<file path="src/rtl/ofs_cal_pkg.sv">
package ofs_cal_pkg;

    localparam int NCH   = 2;
    localparam int CH_I  = 0;
    localparam int CH_Q  = 1;

    typedef enum logic [2:0] {
        ST_IDLE,
        ST_SET1,
        ST_SET2,
        ST_MEAS,
        ST_CAPT
    } cal_state_e;

    typedef struct packed {
        logic valid;
        logic is_q;
        logic inv;
    } smp_tag_t;

endpackage

</file>
<file path="src/rtl/ofs_cal_fsm.sv">
module ofs_cal_fsm
    import ofs_cal_pkg::*;
#(
    parameter int TW = 16
) (
    input  logic          clk,
    input  logic          rst,
    input  logic          ctl_we,
    input  logic          ctl_arm,
    input  logic          ctl_ext,
    input  logic [TW-1:0] dly1,
    input  logic [TW-1:0] dly2,
    input  logic          meas_full,
    output logic          arm_q,
    output logic          ext_q,
    output logic          done_q,
    output logic          busy,
    output logic          short_o,
    output logic          meas_clr,
    output logic          meas_en,
    output logic          cap_en
);

    cal_state_e    state;
    logic [TW-1:0] tmr;

    always_ff @(posedge clk) begin
        if (rst) begin
            state  <= ST_IDLE;
            tmr    <= '0;
            arm_q  <= 1'b0;
            ext_q  <= 1'b0;
            done_q <= 1'b0;
        end else begin
            if (ctl_we) begin
                arm_q <= ctl_arm;
                ext_q <= ctl_ext;
                if (ctl_arm) done_q <= 1'b0;
            end
            case (state)
                ST_IDLE: begin
                    if (arm_q) begin
                        state <= ST_SET1;
                        tmr   <= dly1;
                    end
                end
                ST_SET1: begin
                    if (!arm_q) begin
                        state <= ST_IDLE;
                    end else if (tmr == '0) begin
                        state <= ST_SET2;
                        tmr   <= dly2;
                    end else begin
                        tmr <= tmr - 1'b1;
                    end
                end
                ST_SET2: begin
                    if (!arm_q)           state <= ST_IDLE;
                    else if (tmr == '0)   state <= ST_MEAS;
                    else                  tmr   <= tmr - 1'b1;
                end
                ST_MEAS: begin
                    if (!arm_q)           state <= ST_IDLE;
                    else if (meas_full)   state <= ST_CAPT;
                end
                ST_CAPT: begin
                    arm_q  <= 1'b0;
                    done_q <= 1'b1;
                    state  <= ST_IDLE;
                end
                default: state <= ST_IDLE;
            endcase
        end
    end

    always_comb begin
        busy     = (state != ST_IDLE);
        short_o  = busy && !ext_q;
        meas_clr = (state == ST_IDLE) && arm_q;
        meas_en  = (state == ST_MEAS);
        cap_en   = (state == ST_CAPT);
    end

endmodule

</file>
<file path="src/rtl/ofs_cal_avg.sv">
module ofs_cal_avg
    import ofs_cal_pkg::*;
#(
    parameter int SW      = 15,
    parameter int AVG_LOG = 2
) (
    input  logic                    clk,
    input  logic                    rst,
    input  logic                    clr,
    input  logic                    en,
    input  logic                    smp_valid,
    input  logic                    smp_is_q,
    input  logic [SW-1:0]           smp_data,
    output logic [NCH-1:0][SW-1:0]  avg,
    output logic                    full
);

    localparam int AW   = SW + AVG_LOG;
    localparam int CW   = AVG_LOG + 1;
    localparam logic [CW-1:0] NSMP = CW'(1 << AVG_LOG);

    logic [NCH-1:0] ch_full;

    for (genvar c = 0; c < NCH; c++) begin : g_ch
        logic [AW-1:0] acc;
        logic [CW-1:0] cnt;
        logic          take;

        assign take       = en && smp_valid && (smp_is_q == (c == CH_Q)) && (cnt != NSMP);
        assign ch_full[c] = (cnt == NSMP);
        assign avg[c]     = acc[AW-1:AVG_LOG];

        always_ff @(posedge clk) begin
            if (rst || clr) begin
                acc <= '0;
                cnt <= '0;
            end else if (take) begin
                acc <= acc + {{AVG_LOG{smp_data[SW-1]}}, smp_data};
                cnt <= cnt + 1'b1;
            end
        end
    end

    assign full = &ch_full;

endmodule

</file>
<file path="src/rtl/ofs_cal_corr.sv">
module ofs_cal_corr
    import ofs_cal_pkg::*;
#(
    parameter int SW = 15
) (
    input  logic                    clk,
    input  logic                    rst,
    input  logic                    ofs_we,
    input  logic                    ofs_sel,
    input  logic [SW-1:0]           ofs_wdata,
    input  logic                    cap_en,
    input  logic [NCH-1:0][SW-1:0]  cap_val,
    input  logic                    smp_valid,
    input  logic                    smp_is_q,
    input  logic [SW-1:0]           smp_data,
    input  logic                    busy,
    output logic                    out_valid,
    output logic                    out_is_q,
    output logic [SW-1:0]           out_data,
    output logic                    out_invalid,
    output logic [NCH-1:0][SW-1:0]  ofs_o
);

    localparam int DW = SW + 1;
    localparam logic signed [DW-1:0] MAXV = {2'b00, {(SW-1){1'b1}}};
    localparam logic signed [DW-1:0] MINV = {2'b11, {(SW-1){1'b0}}};

    for (genvar c = 0; c < NCH; c++) begin : g_ofs
        always_ff @(posedge clk) begin
            if (rst)
                ofs_o[c] <= '0;
            else if (cap_en)
                ofs_o[c] <= cap_val[c];
            else if (ofs_we && (ofs_sel == (c == CH_Q)))
                ofs_o[c] <= ofs_wdata;
        end
    end

    logic [SW-1:0]        ofs_cur;
    logic signed [DW-1:0] diff;
    logic [SW-1:0]        clamped;
    smp_tag_t             tag_q;

    always_comb begin
        ofs_cur = smp_is_q ? ofs_o[CH_Q] : ofs_o[CH_I];
        diff    = $signed({smp_data[SW-1], smp_data}) - $signed({ofs_cur[SW-1], ofs_cur});
        if (diff > MAXV)
            clamped = MAXV[SW-1:0];
        else if (diff < MINV)
            clamped = MINV[SW-1:0];
        else
            clamped = diff[SW-1:0];
    end

    always_ff @(posedge clk) begin
        if (rst) begin
            tag_q    <= '0;
            out_data <= '0;
        end else begin
            tag_q.valid <= smp_valid;
            tag_q.is_q  <= smp_is_q;
            tag_q.inv   <= busy;
            if (smp_valid) out_data <= clamped;
        end
    end

    assign out_valid   = tag_q.valid;
    assign out_is_q    = tag_q.is_q;
    assign out_invalid = tag_q.valid && tag_q.inv;

endmodule

</file>
<file path="src/rtl/ofs_cal_seq.sv">
module ofs_cal_seq
    import ofs_cal_pkg::*;
#(
    parameter int SW      = 15,
    parameter int TW      = 16,
    parameter int AVG_LOG = 2
) (
    input  logic          clk,
    input  logic          rst,
    input  logic          ctl_we,
    input  logic          ctl_arm,
    input  logic          ctl_ext,
    input  logic [TW-1:0] dly1,
    input  logic [TW-1:0] dly2,
    input  logic          ofs_we,
    input  logic          ofs_sel,
    input  logic [SW-1:0] ofs_wdata,
    input  logic          smp_valid,
    input  logic          smp_is_q,
    input  logic [SW-1:0] smp_data,
    output logic          out_valid,
    output logic          out_is_q,
    output logic [SW-1:0] out_data,
    output logic          out_invalid,
    output logic          in_short,
    output logic          cal_busy,
    output logic          cal_arm,
    output logic          cal_ext,
    output logic          cal_done,
    output logic [SW-1:0] ofs_i,
    output logic [SW-1:0] ofs_q
);

    logic                   meas_full, meas_clr, meas_en, cap_en;
    logic [NCH-1:0][SW-1:0] avg;
    logic [NCH-1:0][SW-1:0] ofs_all;

    ofs_cal_fsm #(.TW(TW)) u_fsm (
        .clk       (clk),
        .rst       (rst),
        .ctl_we    (ctl_we),
        .ctl_arm   (ctl_arm),
        .ctl_ext   (ctl_ext),
        .dly1      (dly1),
        .dly2      (dly2),
        .meas_full (meas_full),
        .arm_q     (cal_arm),
        .ext_q     (cal_ext),
        .done_q    (cal_done),
        .busy      (cal_busy),
        .short_o   (in_short),
        .meas_clr  (meas_clr),
        .meas_en   (meas_en),
        .cap_en    (cap_en)
    );

    ofs_cal_avg #(.SW(SW), .AVG_LOG(AVG_LOG)) u_avg (
        .clk       (clk),
        .rst       (rst),
        .clr       (meas_clr),
        .en        (meas_en),
        .smp_valid (smp_valid),
        .smp_is_q  (smp_is_q),
        .smp_data  (smp_data),
        .avg       (avg),
        .full      (meas_full)
    );

    ofs_cal_corr #(.SW(SW)) u_corr (
        .clk         (clk),
        .rst         (rst),
        .ofs_we      (ofs_we),
        .ofs_sel     (ofs_sel),
        .ofs_wdata   (ofs_wdata),
        .cap_en      (cap_en),
        .cap_val     (avg),
        .smp_valid   (smp_valid),
        .smp_is_q    (smp_is_q),
        .smp_data    (smp_data),
        .busy        (cal_busy),
        .out_valid   (out_valid),
        .out_is_q    (out_is_q),
        .out_data    (out_data),
        .out_invalid (out_invalid),
        .ofs_o       (ofs_all)
    );

    assign ofs_i = ofs_all[CH_I];
    assign ofs_q = ofs_all[CH_Q];

endmodule

</file>
<file path="config.mk">
export PLATFORM = sky130hd
export DESIGN_NAME = ofs_cal_seq
export DESIGN_NICKNAME = d
export VERILOG_FILES = /design/src/rtl/ofs_cal_pkg.sv /design/src/rtl/ofs_cal_fsm.sv /design/src/rtl/ofs_cal_avg.sv /design/src/rtl/ofs_cal_corr.sv /design/src/rtl/ofs_cal_seq.sv
export SDC_FILE = /design/constraint.sdc
export NUM_CORES = 1
export LEC_CHECK = 0
export BUFFER_PORTS_ARGS = -buffer_cell sky130_fd_sc_hd__buf_4
export CORE_UTILIZATION = 30
export DETAILED_ROUTE_END_ITERATION = 8
export PLACE_DENSITY = 0.55
export SLEW_MARGIN = 15
export SYNTH_ARGS = -nofsm -noshare
export SYNTH_HDL_FRONTEND = slang
export SYNTH_SLANG_ARGS = --single-unit
</file>
<file path="constraint.sdc">
create_clock -name clk -period 4 [get_ports clk]
set_clock_uncertainty 0.15 [all_clocks]
set_input_delay 0.2 -clock clk [delete_from_list [all_inputs] [get_ports clk]]
set_output_delay 0.2 -clock clk [all_outputs]
set_load 0.02 [all_outputs]
</file>
==> flow_summary.yaml <==
grt:
  grt_pass1_wl_mm: 38.1
  grt_use_met3_pct: 2.65
  grt_max_degree: 73
  grt_overflow: 0
  grt_pass1_vias: 6984
  busiest_layer: "met2"
  grt_usage_pct: 18.6
  grt_antenna_before_repair: 0
  grt_use_met2_pct: 29.0
  globalRouteMet1Util_pct: 25.7
cts:
  postCtsSetupBuffers: 0
  cts_max_level: 3
  cts_tree: "yes"
  cts_buffers: 9
  root_buffer: "clkbuf_16"
  clk_latency_ps: 370
  ctsResizeCount: 0
  clk_pin_slew_ps: 80
  clock_path_buffers: 2
  cts_num_sinks: 110
floorplanning:
  rows: 57
  start_util_pct: 30.6
  die-area_um2: 25500
  io_pins: 124
  coreArea_um2: 24400
  die_h_um: 160
  die_x_um: 160
hold_path:
  hold_depth: 3
  hold_path_class: "in2reg"
routing:
  dr.pass1.iters: 7
  drt_iter0_drc: 447
  postRouteAntennaNets: 0
  avgRoutedWirePerCell_um: 17.2
  finalWirelength_mm: 23.9
  drc: 0
  avgViaCountPerCell: 5.31
  num_vias: 7366
critical_path:
  rrSetupSlack_ps: 580
  cp_cell_sequence: "nor4_2 > nand2_1 > or3_1 > a21oi_4 > nor2_1 > a221oi_1 > dlygate4sd3_1 > o32ai_1"
  required_ps: 4080
  cp.arrival_ps: 3490
  worst_setup_path_start_kind: "register"
  cp_max_fo: 10
  path_class: "reg2reg"
  critPathMaxStageDelay_ps: 600
  crit_family: "simple AND/OR/NAND/NOR gates"
  path_depth: 8
  end_kind: "register"
  crit_buf_inv: 1
  slowest_stage: "or3_1"
  reg2regPathDepth: 8
logic_synthesis:
  synthTopCellsByArea: "dfxtp_1, ha_1, a21oi_1"
  yosysWarnings: 0
  yosysSeqAreaShare_pct: 29.5
  ys_types: 78
  yosys.area.top_type: "dfxtp_1"
  synth_ff_type: "dfxtp_1"
  postSynthCellCount: 918
  netlist.area_leader.share_pct: 29.5
  synth-edff-count: 0
  syn-cell-area_um2: 7470
  synth.net_count: 1049
  avgSynthCellArea_um2: 8.14
  synthArstFlopShare_pct: 0
  synth_seq_cells: 110
timing:
  tightest_slew_ps: 940
  fmax_mhz: 293
  finalSetupTns_ps: 0
  hold_ws_ps: 9.75
  rsz0062_at_grt: "false"
  finalHoldViolCount: 0
  relSlewSlack_pct: 37.4
  final_max_slew_viol_count: 0
  setup_viol: 0
  fin_crit_sh_pct: 85.4
  finalWorstPathRequiredPeriod_ps: 3420
finish:
  fin_area_um2: 9320
  layout-drive-gt1-share_pct: 18.1
  finalNetCount: 1190
  diodes: 0
  post-route-util_pct: 38.2
  area_growth_pct: 24.8
placement:
  placedInstanceArea_um2: 8680
  gp_congestion: 0.915
  dp_hpwl_mm: 17.8
  numPortBuffers: 123
power:
  ir_drop_v: 0.000195
  leakagePower_uw: 0.00390
  p_per_area_nw_per_um2: 309
  finalPower_uw: 2880
flow_run:
  drv_cap: 0
status:
  status: "finished clean"
path summary, 6_finish.rpt:
check,start,endpoint
max,u_fsm.tmr[7],u_fsm.tmr[6]
min,dly1[8],u_fsm.tmr[8]
max reg2reg,u_fsm.tmr[7],u_fsm.tmr[6]
min reg2reg,u_avg.g_ch[0].acc[0],u_avg.g_ch[0].acc[0]
per-stage QoR:
step	setup slack (ps)	std cells
5_1_grt	361	1388
2_1_floorplan	465	918
3_3_place_gp	585	1340
3_5_place_dp	549	1340
4_1_cts	662	1388
6_report	584	1388
what timing repair did:
| action | in CTS | in global routing |
|---|---|---|
| hold buffers | 32 | 0 |
| setup endpoints to repair | 0 | 0 |
| hold endpoints to repair | 38 | 0 |
synthesized netlist by cell type (20+ instances only):
library cell  instances
nor2_1               82
mux2i_1              22
a21o_1               22
nand2_1             111
inv_1                36
xor2_1               20
ha_1                 57
o21ai_0              41
a22oi_1              29
dfxtp_1             110
clkbuf_1             26
a21oi_1              98
where the power goes:
| group | switching (uW) | internal, uW | leakage (uW) | total [uW] |
|---|---|---|---|---|
| Combinational | 404 | 317 | 0.00285 | 722 |
| Sequential | 36.7 | 1140 | 0.000896 | 1170 |
| Clock | 473 | 516 | 0.000153 | 989 |
layer usage:
| layer | up-vias | wire, um | share of wire (%) |
|---|---|---|---|
| met2 | 220 | 10500 | 44 |
| li1 | 3651 | - | - |
| met4 | 0 | 755 | 3.2 |
| met5 | - | 0 | 0 |
| met3 | 43 | 1070 | 4.5 |
| met1 | 3452 | 11500 | 48 |
layout make-up:
cell class                 instances  area, um2
fill                            2578      15100
multi-input combinational        731       4900
sequential                       110       2200
timing repair buffer             171       1360
tap                              324        405
clock buffer                      10        239
inverter                          36        135
clock inverter                     6       77.6
worst register-to-register path: stages, from the launching register on:
cell and delay [ps]:
dfxtp_1 410, nor4_2 460, nand2_1 210, or3_1 600, a21oi_4 370, nor2_1 180, a221oi_1 240, dlygate4sd3_1 590
o32ai_1 70
placed cells by master, fill, tap and decap left out, types with 5 or more instances in the layout:
cell type and count:
a211oi_2 10, a211oi_1 16, o211ai_1 6, a221oi_1 9, and2_1 5, a21oi_1 98
dlygate4sd3_1 32, a31oi_1 6, xnor2_1 13, nor2_1 82, o21a_1 8, nor3_1 16
o22ai_1 6, maj3_2 10, nand2_1 111, ha_1 57, dfxtp_1 110, clkbuf_16 9
mux2i_1 22, a21o_1 22, nor2b_1 11, nand2b_1 12, inv_1 36, nor4_1 5
o21ai_0 41, a22oi_1 29, a311o_1 5, nand3_1 19, buf_4 139, and3_1 6
o32ai_1 9, xor2_1 20
sequential cells by signal, indices dropped and copies added (netlist names), 3 cells and up:
signal	count
u_avg.g_ch.acc	34
u_corr.ofs_o	30
u_fsm.tmr	16
u_corr.out_data	15
u_avg.g_ch.cnt	6
u_fsm.state	3
kinds of logic (layout without fill, tap and decap cells):
family,Yosys count,in the layout,synth area share (%)
and+or+nand+nor,297,297,18.4
muxes,24,24,3.25
xor gates and xnor gates,34,34,4.09
AOI/OAI and AO/OA,302,302,27.5
adders and majority gates,74,74,12.4
DFF,110,110,29.5
buffers and inverters,77,223,4.93
Power figures use the tool's default switching activity.
